File: config.mk
export PLATFORM = sky130hd
export DESIGN_NAME = prot_reg_guard
export DESIGN_NICKNAME = d
export VERILOG_FILES = /design/src/rtl/prot_guard_pkg.sv /design/src/rtl/prot_guard_dec.sv /design/src/rtl/prot_guard_fsm.sv /design/src/rtl/prot_guard_regs.sv /design/src/rtl/prot_reg_guard.sv
export SDC_FILE = /design/constraint.sdc
export NUM_CORES = 1
export LEC_CHECK = 0
export BUFFER_PORTS_ARGS = -buffer_cell sky130_fd_sc_hd__buf_2
export CAP_MARGIN = 15
export CORE_MARGIN = 2
export CORE_UTILIZATION = 40
export DETAILED_ROUTE_END_ITERATION = 16
export PLACE_DENSITY = 0.74
export SYNTH_ARGS = -nofsm -noshare
export SYNTH_HDL_FRONTEND = slang
export SYNTH_HIERARCHICAL = 1
export SYNTH_SLANG_ARGS = --single-unit
File: constraint.sdc
create_clock -name clk_i -period 2.3 [get_ports clk_i]
set_input_delay 0.345 -clock clk_i [delete_from_list [all_inputs] [get_ports clk_i]]
set_output_delay 0.345 -clock clk_i [all_outputs]
set_load 0.1 [all_outputs]
File: src/rtl/prot_guard_pkg.sv
package prot_guard_pkg;
  typedef enum logic [1:0] {
    ST_IDLE  = 2'd0,
    ST_ARMED = 2'd1,
    ST_INV   = 2'd2
  } seq_st_e;

  typedef struct packed {
    logic cmd;
    logic prot;
    logic flag;
  } hit_t;
endpackage

File: src/rtl/prot_guard_dec.sv
module prot_guard_dec
  import prot_guard_pkg::*;
#(
  parameter int unsigned ADDR_W    = 8,
  parameter int unsigned DATA_W    = 8,
  parameter logic [ADDR_W-1:0] CMD_ADDR  = 8'h10,
  parameter logic [ADDR_W-1:0] PROT_ADDR = 8'h11,
  parameter logic [ADDR_W-1:0] FLAG_ADDR = 8'h12,
  parameter logic [DATA_W-1:0] KEY_VAL   = 8'hA5
) (
  input  logic              valid_i,
  input  logic [ADDR_W-1:0] addr_i,
  input  logic [DATA_W-1:0] data_i,
  output hit_t              hit_o,
  output logic              key_ok_o
);
  always_comb begin
    hit_o.cmd  = valid_i && (addr_i == CMD_ADDR);
    hit_o.prot = valid_i && (addr_i == PROT_ADDR);
    hit_o.flag = valid_i && (addr_i == FLAG_ADDR);
    key_ok_o   = hit_o.cmd && (data_i == KEY_VAL);
  end
endmodule

File: src/rtl/prot_guard_fsm.sv
module prot_guard_fsm
  import prot_guard_pkg::*;
#(
  parameter int unsigned DATA_W = 8
) (
  input  logic              clk_i,
  input  logic              rst_ni,
  input  logic              valid_i,
  input  logic [DATA_W-1:0] data_i,
  input  hit_t              hit_i,
  input  logic              key_ok_i,
  output logic              commit_o,
  output logic              viol_o,
  output logic              clr_o
);
  seq_st_e st_q, st_d;
  logic [DATA_W-1:0] img_q, img_d;

  always_comb begin
    st_d     = st_q;
    img_d    = img_q;
    commit_o = 1'b0;
    viol_o   = 1'b0;
    clr_o    = 1'b0;
    if (valid_i) begin
      unique case (st_q)
        ST_IDLE: begin
          if (key_ok_i) st_d = ST_ARMED;
          else if (hit_i.flag && !data_i[0]) clr_o = 1'b1;
        end
        ST_ARMED: begin
          if (hit_i.prot) begin
            img_d = data_i;
            st_d  = ST_INV;
          end else begin
            viol_o = 1'b1;
            st_d   = ST_IDLE;
          end
        end
        ST_INV: begin
          if (hit_i.prot && (data_i == ~img_q)) commit_o = 1'b1;
          else viol_o = 1'b1;
          st_d = ST_IDLE;
        end
        default: st_d = ST_IDLE;
      endcase
    end
  end

  always_ff @(posedge clk_i or negedge rst_ni) begin
    if (!rst_ni) begin
      st_q  <= ST_IDLE;
      img_q <= '0;
    end else begin
      st_q  <= st_d;
      img_q <= img_d;
    end
  end
endmodule

File: src/rtl/prot_guard_regs.sv
module prot_guard_regs #(
  parameter int unsigned DATA_W = 8
) (
  input  logic              clk_i,
  input  logic              rst_ni,
  input  logic [DATA_W-1:0] data_i,
  input  logic              commit_i,
  input  logic              viol_i,
  input  logic              clr_i,
  output logic [DATA_W-1:0] prot_q_o,
  output logic              err_o,
  output logic              pulse_o
);
  always_ff @(posedge clk_i or negedge rst_ni) begin
    if (!rst_ni) begin
      prot_q_o <= '0;
      err_o    <= 1'b0;
      pulse_o  <= 1'b0;
    end else begin
      pulse_o <= commit_i;
      if (commit_i) prot_q_o <= data_i;
      if (viol_i) err_o <= 1'b1;
      else if (clr_i) err_o <= 1'b0;
    end
  end
endmodule

File: src/rtl/prot_reg_guard.sv
module prot_reg_guard
  import prot_guard_pkg::*;
#(
  parameter int unsigned ADDR_W    = 8,
  parameter int unsigned DATA_W    = 8,
  parameter logic [ADDR_W-1:0] CMD_ADDR  = 8'h10,
  parameter logic [ADDR_W-1:0] PROT_ADDR = 8'h11,
  parameter logic [ADDR_W-1:0] FLAG_ADDR = 8'h12,
  parameter logic [DATA_W-1:0] KEY_VAL   = 8'hA5
) (
  input  logic              clk_i,
  input  logic              rst_ni,
  input  logic              st_valid_i,
  input  logic [ADDR_W-1:0] st_addr_i,
  input  logic [DATA_W-1:0] st_data_i,
  output logic [DATA_W-1:0] prot_q_o,
  output logic              prot_err_o,
  output logic              upd_pulse_o
);
  hit_t hit;
  logic key_ok, commit, viol, clr;

  prot_guard_dec #(
    .ADDR_W(ADDR_W), .DATA_W(DATA_W), .CMD_ADDR(CMD_ADDR),
    .PROT_ADDR(PROT_ADDR), .FLAG_ADDR(FLAG_ADDR), .KEY_VAL(KEY_VAL)
  ) u_dec (
    .valid_i (st_valid_i),
    .addr_i  (st_addr_i),
    .data_i  (st_data_i),
    .hit_o   (hit),
    .key_ok_o(key_ok)
  );

  prot_guard_fsm #(.DATA_W(DATA_W)) u_fsm (
    .clk_i   (clk_i),
    .rst_ni  (rst_ni),
    .valid_i (st_valid_i),
    .data_i  (st_data_i),
    .hit_i   (hit),
    .key_ok_i(key_ok),
    .commit_o(commit),
    .viol_o  (viol),
    .clr_o   (clr)
  );

  prot_guard_regs #(.DATA_W(DATA_W)) u_regs (
    .clk_i   (clk_i),
    .rst_ni  (rst_ni),
    .data_i  (st_data_i),
    .commit_i(commit),
    .viol_i  (viol),
    .clr_i   (clr),
    .prot_q_o(prot_q_o),
    .err_o   (prot_err_o),
    .pulse_o (upd_pulse_o)
  );
endmodule

After elaboration in Yosys (flattened, before gate mapping)
Cells that the tools add are included.
{"block": "totals", "reg_bits": 20, "in_bits": 19, "output_inout_bits": 10, "elab_cells": 41}
{"block": "classes", "n_eq_ne": 8, "muxes": 16, "bitwise_logic": 1, "n_reduce_logical": 11}
{"operator": "$eq A8 B5 Y1 const B", "n": 3}
{"operator": "$mux W1", "n": 12}
{"operator": "$eq A8 B8 Y1", "n": 1}
{"operator": "$eq A8 B8 Y1 const B", "n": 1}
{"operator": "$not A8 Y8", "n": 1}
{"operator": "$logic_and A1 B1 Y1", "n": 6}
{"operator": "$mux W2", "n": 2}
{"operator": "$pmux W2 S2", "n": 1}
{"operator": "$reduce_and A3 Y1", "n": 1}
{"operator": "$eq A2 B1 Y1 const B", "n": 1}
{"operator": "$eq A2 B2 Y1 const B", "n": 1}
{"operator": "$logic_not A2 Y1", "n": 1}
{"operator": "$ne A2 B2 Y1 const B", "n": 1}
{"operator": "$pmux W1 S2", "n": 1}
{"operator": "$reduce_and A2 Y1", "n": 1}
{"operator": "$reduce_bool A2 Y1", "n": 1}
{"operator": "$logic_not A1 Y1", "n": 1}

Depth between registers and ports, before layout
Gate-level depths: netlist of run 1.
{"block": "logic_depth", "ltp_word": 9, "mapped_depth": 7, "mapped_depth_nobuf": 7}

Modules after synthesis
Netlist of run 1, hierarchy kept.
{"mod": "prot_guard_fsm", "instances": 1, "cells_per_inst": 49, "area_each_um2": 578.1, "seq_area_each_um2": 250.2}
{"mod": "prot_guard_regs", "instances": 1, "cells_per_inst": 21, "area_each_um2": 392.9, "seq_area_each_um2": 250.2}
{"mod": "prot_guard_dec", "instances": 1, "cells_per_inst": 10, "area_each_um2": 87.6, "seq_area_each_um2": 0.0}

Worst setup path after synthesis of run 1
OpenSTA, ideal clock, no wires.
{"block": "synth_timing", "kind": "input port to flip-flop", "start": "input port st_addr_i[6]", "end": "register u_regs.prot_q_o[0]", "setup_ps": 126, "arrival_time_ps": 1747, "required_ps": 2174, "slack_ps": 427, "stages": 6, "n_path_buf": 1, "cell_sequence": "and4bb_1 -> and4_1 -> and4_1 -> and4_1 -> buf_6 -> mux2_4"}
{"element": "start: declaration", "line_no": "prot_reg_guard.sv:14", "rtl": "input logic [ADDR_W-1:0] st_addr_i,"}
{"element": "end signal: assignment", "line_no": "prot_guard_regs.sv:21", "rtl": "if (commit_i) prot_q_o <= data_i;"}
{"element": "end: declaration", "line_no": "prot_guard_regs.sv:10", "rtl": "output logic [DATA_W-1:0] prot_q_o,"}

==> results of run 1 <==
-- worst max-delay path, stage by stage --
cell,delay (ns)
buf_2,0.18
and4bb_1,0.24
and4_1,0.30
and4_1,0.23
and4_1,0.19
buf_4,0.21
mux2_4,0.32
-- flip-flops by register name (all words and copies together) (netlist names) --
signal / flops
u_regs/err_o: 1
u_fsm/st_q: 2
u_regs/prot_q_o: 8
u_regs/pulse_o: 1
u_fsm/img_q: 8
-- cell type report --
type                            count  area [um2]
Timing Repair Buffer               30         158
Sequential cell                    20         500
Fill cell                         216        1210
Tap cell                           30        37.5
Clock inverter                      1        30.0
Inverter                            4        15.0
Multi-Input combinational cell     54         524
Clock buffer                        3        22.5
-- logic make-up after synthesis --
family,count (synthesis)
AO/OA/AOI/OAI,7
AND/OR/NAND/NOR,20
multiplexers,16
flip-flops,20
adder cells (fa/ha/maj),3
buffers and inverters,6
XOR/XNOR,8
-- worst paths after layout --
| check | slack [ns] | start | depth (start not counted) | endpoint |
|---|---|---|---|---|
| max | 0.47 | st_valid_i | 7 | u_regs/prot_q_o[0]$_DFFE_PN0P_ |
| max reg2reg | 0.59 | u_fsm/img_q[5]$_DFFE_PN0P_ | 5 | u_regs/prot_q_o[0]$_DFFE_PN0P_ |
| min in group asynchronous | 0.51 | rst_ni | 2 | u_fsm/img_q[4]$_DFFE_PN0P_ |
| min reg2reg | 0.50 | u_regs/err_o$_DFFE_PN0P_ | 1 | u_regs/err_o$_DFFE_PN0P_ |
| min | 0.32 | st_data_i[7] | 2 | u_regs/prot_q_o[7]$_DFFE_PN0P_ |
| max in group asynchronous | 1.49 | rst_ni | 2 | u_fsm/st_q[0]$_DFFE_PN0P_ |
-- synth_stat cells (all sizes together) --
| cell type | n |
|---|---|
| a21oi | 3 |
| a41o | 1 |
| xnor2 | 5 |
| and4bb | 1 |
| nand2 | 1 |
| nor4bb | 2 |
| and3 | 2 |
| and2 | 1 |
| mux2 | 16 |
| nor2b | 1 |
| nor2 | 3 |
| nand2b | 1 |
| xor2 | 3 |
| nor3 | 3 |
| inv | 4 |
| and4b | 1 |
| o211ai | 1 |
| and4 | 3 |
| nand3 | 1 |
| ha | 3 |
| a31oi | 1 |
| a21o | 1 |
| buf | 2 |
| dfrtp | 20 |
-- what timing repair did --
action	CTS	global route
buffers inserted	0	0
hold endpoints to repair	20	0
hold buffers	1	0
-- per-stage QoR --
| step | cell area [um2] | power [mW] |
|---|---|---|
| 5_1_grt | 1290 | 0.798 |
| 6_report | 1290 | 0.767 |
| 3_3_place_gp | 1220 | 0.485 |
| 2_1_floorplan | 1060 | 0.444 |
| 4_1_cts | 1290 | 0.777 |
| 3_5_place_dp | 1220 | 0.487 |
-- power by group --
part	switching [mW]	internal, mW	total, mW
Sequential	0.00425	0.359	0.363
Clock	0.109	0.176	0.285
Combinational	0.0846	0.0336	0.118
-- routing by layer --
metal | up-vias | GRT usage | part of all wire | routed length, um
met5 | - | 0 | 0 | 0
met3 | 2 | 0.0328 | 0.047 | 98
met4 | 0 | 0.0836 | 0.013 | 27
li1 | 351 | - | - | -
met1 | 358 | 0.181 | 0.45 | 938
met2 | 22 | 0.231 | 0.49 | 1020
==> results.md, run 1 <==
- Status: complete, no violations
- Total negative slack: 0 ns
- Finish-stage setup viols: 0
- Final Hold Viols: 0
- Final Skew: 0.00303 ns
- Non-Filler Instances: between 100 and 150
- Post-Route WL: 2.08 mm
- Ports: 29
- Global-route wire length before repair: roughly 3.5 mm
- Top cell type's share of synthesized area: 0.473
- Worst-path clk slew: 0.11 ns
- Post-synthesis simple-gate area fraction: 0.151
- Syn Nets: 102
- P_leak: 0.690 nW
- Yosys warns: 6
- Cells after Synth: 80
- Starting density of the core: 0.423
- Worst Path Arrival: 2.02 ns
- Final design utilization: 0.515
- Grt total ovfl: 0
- FF+latch count, synth: 20
- Post-DP HPWL: 1.60 mm
- Worst skew pair latency: 0.30 ns
- Total clock buffers created by CTS: 3
- Worst Hold Slack: 0.323 ns
- Worst setup EP type: register
- Crit Path Class: input port to register
- Largest fanout on the critical path: 9
- Std cell rows: 18
- Seq/Total Area, Yosys: 0.473
- Worst Setup Start Kind: input port
- Routed wire per std cell: 14.7 um
- Share of cells above drive strength 1: 0.464
- Diodes inserted: 0
- PostCTS Resize Cnt: 0
- Top cells by area, synth: dfrtp_1, mux2_4, mux2_2, xnor2_1, ha_1
- DRC viols: 0
- Most common cell after layout, fill and taps aside: buf_2
- Tightest Pin Transition: 0.489 ns
- Vias in the first global route: 746
- 1st-iter DRT viols: 6
- Avg Cell Area, Syn: between 10 and 15 um2
- Pwr Density: 595 nW/um2
- Vias: roughly 730
- Die H: between 50 and 60 um
- Main combinational cell family by area after synthesis: multiplexers
- Post-Synth Adder-Cell Area: 0.0355
- Dominant cell type by area after synthesis: dfrtp_1
- P&R area growth vs syn: 21.6%
- Post-DR vias/cell: slightly above 5
- Root buffer cell: clkbuf_4
- CTS H-Tree Depth: 1
- Synth Area in Compound Gates: 0.0437
- GRT Total Usage: 0.146
- Mapped cell area: around 1100 um2
- IO buf count: 28
- Worst EP required: between 2 and 2.5 ns
- Nets: between 100 and 150
- Final number of max-transition violations: 0
- Clk buf depth: 2
- Maximum vdd drop: 0.398 mV
- Clock sink count: 20
- Drt first pass iters: 4
- Total core area: around 2500 um2
- CTS tree: done
- Max Fclk: roughly 0.55 GHz
- Die Wd: 55.4 um
- Place WS: 0.189 ns
- Antenna violations before repair: 0
- Max-cap violation count: 0
- Min-delay worst type: input port to register
- Period minus WS final: 1.83 ns
- Mux cell area share after synthesis: 0.199
- Final period util: 0.795
- Synth cell types: 27
- Rel. slew slack: 0.676
- Post-DRT Antenna Nets: 0
- Die Area: 3070 um2
- GP Congestion: a little over 0.7
- Largest net degree at the start of global routing: 21
- Post-Synth XOR/XNOR Area: 0.0662
- Worst setup margin: about 0.47 ns
- Setup repair after global routing missed its margin: false
- Placed insts: 137
- Commonest cells after routing, fill and taps aside: buf_2, dfrtp_1, mux2_2, mux2_4, xnor2_1
(Power assumes the default switching activity.)
==> run 2: changes to the inputs <==
==> constraint.sdc (replaced) <==
create_clock -name clk_i -period 1.91 [get_ports clk_i]
set_input_delay 0.2865 -clock clk_i [delete_from_list [all_inputs] [get_ports clk_i]]
set_output_delay 0.2865 -clock clk_i [all_outputs]
set_load 0.1 [all_outputs]
==> run 2 against run 1 <==
Global-route usage decreased by 1.0 points. Clock power grew 21%. Power up 21%. Wire length down 7.0%. Non-clock buffer count up 3. Sequential cell count did not move. Critical endpoint is now u_regs/prot_q_o[3]$_DFFE_PN0P_. Highest routed layer unchanged.
==> results.md, run 2 (synthesized netlist as in run 1, its figures left out) <==
- Worst setup margin: 0.257 ns (-0.216 ns)
- Worst Setup Start Kind: register
- Cells along the critical path: inv_1 > ha_1 > and2_2 > and4_1 > buf_4 > mux2_4
- Crit Path Class: register to register
- Min-delay worst type: input port to register
- Pint: 0.686 mW (+21%)
- Antenna violations before repair: 0 (unchanged)
- Largest net degree at the start of global routing: 21 (unchanged)
- Clk buf depth: 2 (unchanged)
- GRT Total Usage: 0.136 (-0.00998)
- Finish-stage setup viols: 0 (unchanged)
- Die Area: 3070 um2 (unchanged)
- Drt first pass iters: 4 (unchanged)
- Worst Path Arrival: 1.85 ns (-0.17 ns)
- Post-Route WL: 1.94 mm (-7.0%)
- Post-DRT Antenna Nets: 0 (unchanged)
- Status: complete, no violations
- Grt total ovfl: 0 (unchanged)
- CTS H-Tree Depth: 1 (unchanged)
- Place WS: 0.0484 ns (-0.141 ns)
- PostCTS Resize Cnt: 0 (unchanged)
- # fillers: 213 (-1.4%)
- Sequential power share: 0.472 (-0.002)
- Comb pwr share: 0.154 (about the same)
- Total clock buffers created by CTS: 3 (unchanged)
- Std cell rows: 18 (unchanged)
- Post-DR vias/cell: 5.01 (-3.0%)
- Final design utilization: 0.524 (+0.00901)
- Slowest stage delay, CP: 0.42 ns (+0.10 ns)
- Share of cells above drive strength 1: 0.478 (+0.0140)
- Die Wd: 55.4 um (unchanged)
- Storage element area: 500 um2 (unchanged)
- Root buffer cell: clkbuf_4
- Routed wire per std cell: 13.4 um (-8.9%)
- Total negative slack: 0 ns (unchanged)
- GP Congestion: 0.785 (+11%)
- Hold_buf cts: 1 (unchanged)
- 1st-iter DRT viols: 14 (+8)
- Diodes inserted: 0 (unchanged)
- Setup repair after global routing missed its margin: false
- Ports: 29 (unchanged)
- Setup Fix Bufs, Post-CTS: 0 (unchanged)
- Worst skew pair latency: 0.30 ns (about the same)
- Total core area: 2500 um2 (unchanged)
- Vias in the first global route: 760 (+1.9%)
- Sw frac: 0.259 (+0.000811)
- Pwr Density: 706 nW/um2 (+19%)
- P&R area growth vs syn: 23.8%
- Worst EP required: 2.10 ns (-0.39 ns)
- Commonest cells after routing, fill and taps aside: buf_2, dfrtp_1, mux2_2, mux2_4, xnor2_1
- Global-route wire length before repair: 3.34 mm (-3.6%)
- Biggest regs: u_fsm/img_q x8, u_regs/prot_q_o x8, u_fsm/st_q x2
- Area of the multi-input gates: 524 um2 (unchanged)
- Final number of max-transition violations: 0 (unchanged)
- Clock sink count: 20 (unchanged)
- Final Skew: 0.00429 ns (+0.00126 ns)
- Worst setup EP type: register
- Clk pwr share: 0.374 (+0.002)
- Worst-path clk slew: 0.12 ns (about the same)
- CTS tree: done
- Rel. slew slack: 0.676 (about the same)
- Vias: 726 (-0.95%)
- Final period util: 0.866
- CP max stage cell: dfrtp_1
- Post-DP HPWL: 1.50 mm (-6.6%)
- IO buf count: 28 (unchanged)
- Period minus WS final: 1.65 ns
- DRC viols: 0 (unchanged)
- P_leak: 0.705 nW (+2.3%)
- Largest fanout on the critical path: 5 (-4)
- Max Fclk: 0.605 GHz
- Nets: 138 (+2.2%)
- Final Hold Viols: 0 (unchanged)
- Max-cap violation count: 0 (unchanged)
- Die H: 55.4 um (unchanged)
- Starting density of the core: 0.423 (unchanged)
- Sw Pwr: 0.239 mW (+21%)
- Most common cell after layout, fill and taps aside: buf_2
- Tightest Pin Transition: 0.489 ns (+0.000252 ns)
- Maximum vdd drop: 0.716 mV (+80%)
==> run 2: cell count changes in the layout (fill, tap and decap cells not counted) <==
cell / change
buf_4: +3
==> run 2: worst max-delay path, delay by kind of cell (launching register included) <==
family,cells,cell delay [ns]
flip-flops,1,0.42
AND/OR/NAND/NOR,2,0.38
multiplexers,1,0.29
buffers and inverters,2,0.25
adder cells (fa/ha/maj),1,0.22
==> run 2: final cells by class <==
cell class / count / share of cell area
Multi-Input combinational cell: 54 / 0.400
Tap cell: 30 / 0.0287
Sequential cell: 20 / 0.382
Inverter: 4 / 0.0115
Clock buffer: 3 / 0.0172
Clock inverter: 1 / 0.0229
Timing Repair Buffer: 33 / 0.138
==> run 2: worst paths after layout <==
kind	startpoint	endpoint	slack (ns)	cells after the start
worst min-delay path	st_data_i[5]	u_regs/prot_q_o[5]$_DFFE_PN0P_	0.26	2
min in group asynchronous	rst_ni	u_regs/prot_q_o[4]$_DFFE_PN0P_	0.45	2
worst min register to register	u_regs/err_o$_DFFE_PN0P_	u_regs/err_o$_DFFE_PN0P_	0.50	1
max in group asynchronous	rst_ni	u_fsm/img_q[0]$_DFFE_PN0P_	1.16	2
worst max-delay path	u_fsm/st_q[0]$_DFFE_PN0P_	u_regs/prot_q_o[3]$_DFFE_PN0P_	0.26	6
worst max register to register	u_fsm/st_q[0]$_DFFE_PN0P_	u_regs/prot_q_o[3]$_DFFE_PN0P_	0.26	6
==> run 2: metrics by stage <==
| stage | hold WS, ns | std cells | total power [mW] | area [um2] |
|---|---|---|---|---|
| after floorplan | -0.00909 | 80 | 0.535 | 1060 |
| after global placement | 0.253 | 140 | 0.584 | 1250 |
| after detailed placement | 0.259 | 140 | 0.588 | 1250 |
| after CTS | 0.254 | 145 | 0.936 | 1310 |
| after global routing | 0.257 | 145 | 0.963 | 1310 |
| final | 0.262 | 145 | 0.925 | 1310 |
==> run 2: power groups by stage <==
stage | registers [mW] | logic [mW] | clock network, mW
final | 0.437 | 0.143 | 0.346
after global routing | 0.439 | 0.154 | 0.370
after CTS | 0.437 | 0.144 | 0.354
after detailed placement | 0.445 | 0.143 | 0
after global placement | 0.445 | 0.139 | 0
after floorplan | 0.501 | 0.0340 | 0
==> run 2: metal layers <==
metal | part of all wire | track usage
met1 | 0.48 | 0.171
met2 | 0.46 | 0.214
met3 | 0.044 | 0.0281
met4 | 0.019 | 0.0767
met5 | 0 | 0
==> run 3: changes to the inputs <==
==> constraint.sdc (replaced) <==
create_clock -name clk_i -period 1.6 [get_ports clk_i]
set_input_delay 0.24 -clock clk_i [delete_from_list [all_inputs] [get_ports clk_i]]
set_output_delay 0.24 -clock clk_i [all_outputs]
set_load 0.1 [all_outputs]
==> run 3 against run 2 <==
Die area did not move. Highest routed layer unchanged. Sequential power rose by 19%. Fmax rose by 6.2%. First-iteration DRC count fell by 57%. Combinational power rose by 22%. Critical endpoint unchanged. Global-route usage rose by 0.92 points. Via count rose by 4.0%. Critical path type unchanged. Clock power fell by 18%. Final area rose by 2.6%.
==> results.md, run 3 (synthesized netlist as in run 1, its figures left out) <==
- Die H: 55.4 um (unchanged)
- Storage element area: 500 um2 (unchanged)
- Routed wire per std cell: 13.5 um (+0.98%)
- Tightest Pin Transition: 0.485 ns (-0.00395 ns)
- CP max stage cell: dfrtp_1
- P&R area growth vs syn: 27.0%
- Worst Hold Slack: 0.226 ns (-0.0363 ns)
- CTS H-Tree Depth: 1 (unchanged)
- GP Congestion: 0.792 (+0.93%)
- Max-cap violation count: 0 (unchanged)
- Diodes inserted: 0 (unchanged)
- Final Hold Viols: 0 (unchanged)
- IO buf count: 28 (unchanged)
- Met2 usage: 0.243 (+0.0289)
- Ports: 29 (unchanged)
- Clock sink count: 20 (unchanged)
- Crit Path Class: register to register
- Rel. slew slack: 0.679 (+0.00262)
- Max Fclk: 0.642 GHz (+6.2%)
- Vias in the first global route: 836 (+10%)
- Slowest stage delay, CP: 0.40 ns (-0.02 ns)
- Total negative slack: 0 ns (unchanged)
- Grt total ovfl: 0 (unchanged)
- Worst setup EP type: register
- Worst Setup Start Kind: register
- CTS tree: done
- Drt first pass iters: 3 (-1)
- Die Wd: 55.4 um (unchanged)
- Period minus WS final: 1.56 ns (-0.0965 ns)
- Area of the multi-input gates: 537 um2 (+2.4%)
- Starting density of the core: 0.423 (unchanged)
- Non-Filler Instances: 149 (+2.8%)
- Worst Path Arrival: 1.75 ns (-0.10 ns)
- Post-DRT Antenna Nets: 0 (unchanged)
- Maximum vdd drop: 0.526 mV (-26%)
- Status: complete, no violations
- Post-Route WL: 2.01 mm (+3.8%)
- Total core area: 2500 um2 (unchanged)
- Largest fanout on the critical path: 5 (unchanged)
- Post-DR vias/cell: 5.07 (+1.2%)
- Cells along the critical path: xnor2_1 > nor3_2 > and4_4 > buf_6 > mux2_4
- Nets: 142 (+2.9%)
- Global-route wire length before repair: 3.53 mm (+5.8%)
- Clk buf depth: 2 (unchanged)
- Vias: 755 (+4.0%)
- 1st-iter DRT viols: 6 (-8)
- Pwr Density: 731 nW/um2 (+3.5%)
- GR Util met3: 0.0539 (+0.0258)
- Placed insts: 142 (+1.4%)
- Worst EP required: 1.79 ns (-0.31 ns)
- DRC viols: 0 (unchanged)
- Share of cells above drive strength 1: 0.538 (+0.0596)
- Root buffer cell: clkbuf_4
- Total clock buffers created by CTS: 3 (unchanged)
- Worst-path clk slew: 0.11 ns (about the same)
- GRT Total Usage: 0.145 (+0.00920)
- Finish-stage setup viols: 0 (unchanged)
- Biggest regs: u_fsm/img_q x8, u_regs/prot_q_o x8, u_fsm/st_q x2
- Final period util: 0.973 (+0.107)
- Worst skew pair latency: 0.29 ns (about the same)
- Antenna violations before repair: 0 (unchanged)
- GRT busiest layer: met2
- P_leak: 0.720 nW (+2.1%)
- # fillers: 223 (+4.7%)
- Die Area: 3070 um2 (unchanged)
- Final Skew: 0.00256 ns (-0.00173 ns)
- Power Total: 0.983 mW (+6.2%)
- Final number of max-transition violations: 0 (unchanged)
- Min-delay worst type: input port to register
- Most common cell after layout, fill and taps aside: buf_2
- Grt met1 use: 0.165 (-0.00616)
- Std cell rows: 18 (unchanged)
- Setup repair after global routing missed its margin: true
- Commonest cells after routing, fill and taps aside: buf_2, dfrtp_1, mux2_2, mux2_4, buf_4
- Largest net degree at the start of global routing: 21 (unchanged)
- Post-DP HPWL: 1.59 mm (+6.5%)
run 3: changes by cell type in the layout (fill, tap and decap cells not counted), sizes merged:
| cell | previous run | this run |
|---|---|---|
| clkbuf | 3 | 4 |
| bufinv | 1 | 0 |
| buf | 32 | 36 |
run 3: area by class of cell:
class,instances,share of cell area
clock buffer,4,0.0270
sequential,20,0.372
inverter,4,0.0112
multi-input combinational,54,0.399
timing repair buffer,37,0.162
tap,30,0.0279
run 3: worst max-delay path: cells and delay by family (launching register included):
family,cells,cell delay [ns]
multiplexers,1,0.29
XOR/XNOR,1,0.13
flip-flops,1,0.40
AND/OR/NAND/NOR,2,0.49
buffers and inverters,1,0.13
run 3: final timing paths:
path,start,to,slack [ns],depth (start not counted)
setup / recovery,u_fsm/img_q[5]$_DFFE_PN0P_,u_regs/prot_q_o[3]$_DFFE_PN0P_,0.04,5
hold / removal,st_data_i[6],u_regs/prot_q_o[6]$_DFFE_PN0P_,0.23,2
setup reg to reg,u_fsm/img_q[5]$_DFFE_PN0P_,u_regs/prot_q_o[3]$_DFFE_PN0P_,0.04,5
hold reg to reg,u_regs/err_o$_DFFE_PN0P_,u_regs/err_o$_DFFE_PN0P_,0.49,1
max in group asynchronous,rst_ni,u_fsm/st_q[1]$_DFFE_PN0P_,0.90,2
min in group asynchronous,rst_ni,u_fsm/img_q[2]$_DFFE_PN0P_,0.40,2
run 3: per-stage QoR:
step / instance area [um2] / setup slack (ns) / utilization
after floorplan: 1060 / -0.0939 / -
after global placement: 1260 / -0.179 / 0.506
after global routing: 1340 / -0.00449 / 0.538
after CTS: 1320 / 0.0156 / 0.530
after detailed placement: 1260 / -0.225 / 0.506
final: 1340 / 0.0432 / 0.538
run 3: metal layers:
metal,share of wire,vias to the layer above
li1,-,363
met4,0.013,0
met3,0.054,4
met1,0.42,369
met2,0.52,19
met5,0,-
run 3: report_power, final:
part	internal, mW	total (mW)	leakage [nW]	switching (mW)
combinational	0.0534	0.175	0.423	0.122
clock	0.139	0.285	0.0210	0.147
sequential	0.516	0.522	0.277	0.00582
run 3: what timing repair did:
item	4_1_cts	5_1_grt
gates resized for setup	1	5
buffers inserted	1	1
endpoints found under the hold margin	20	0
pin swaps	0	1
setup endpoints to repair	8	8
hold buffers	1	0
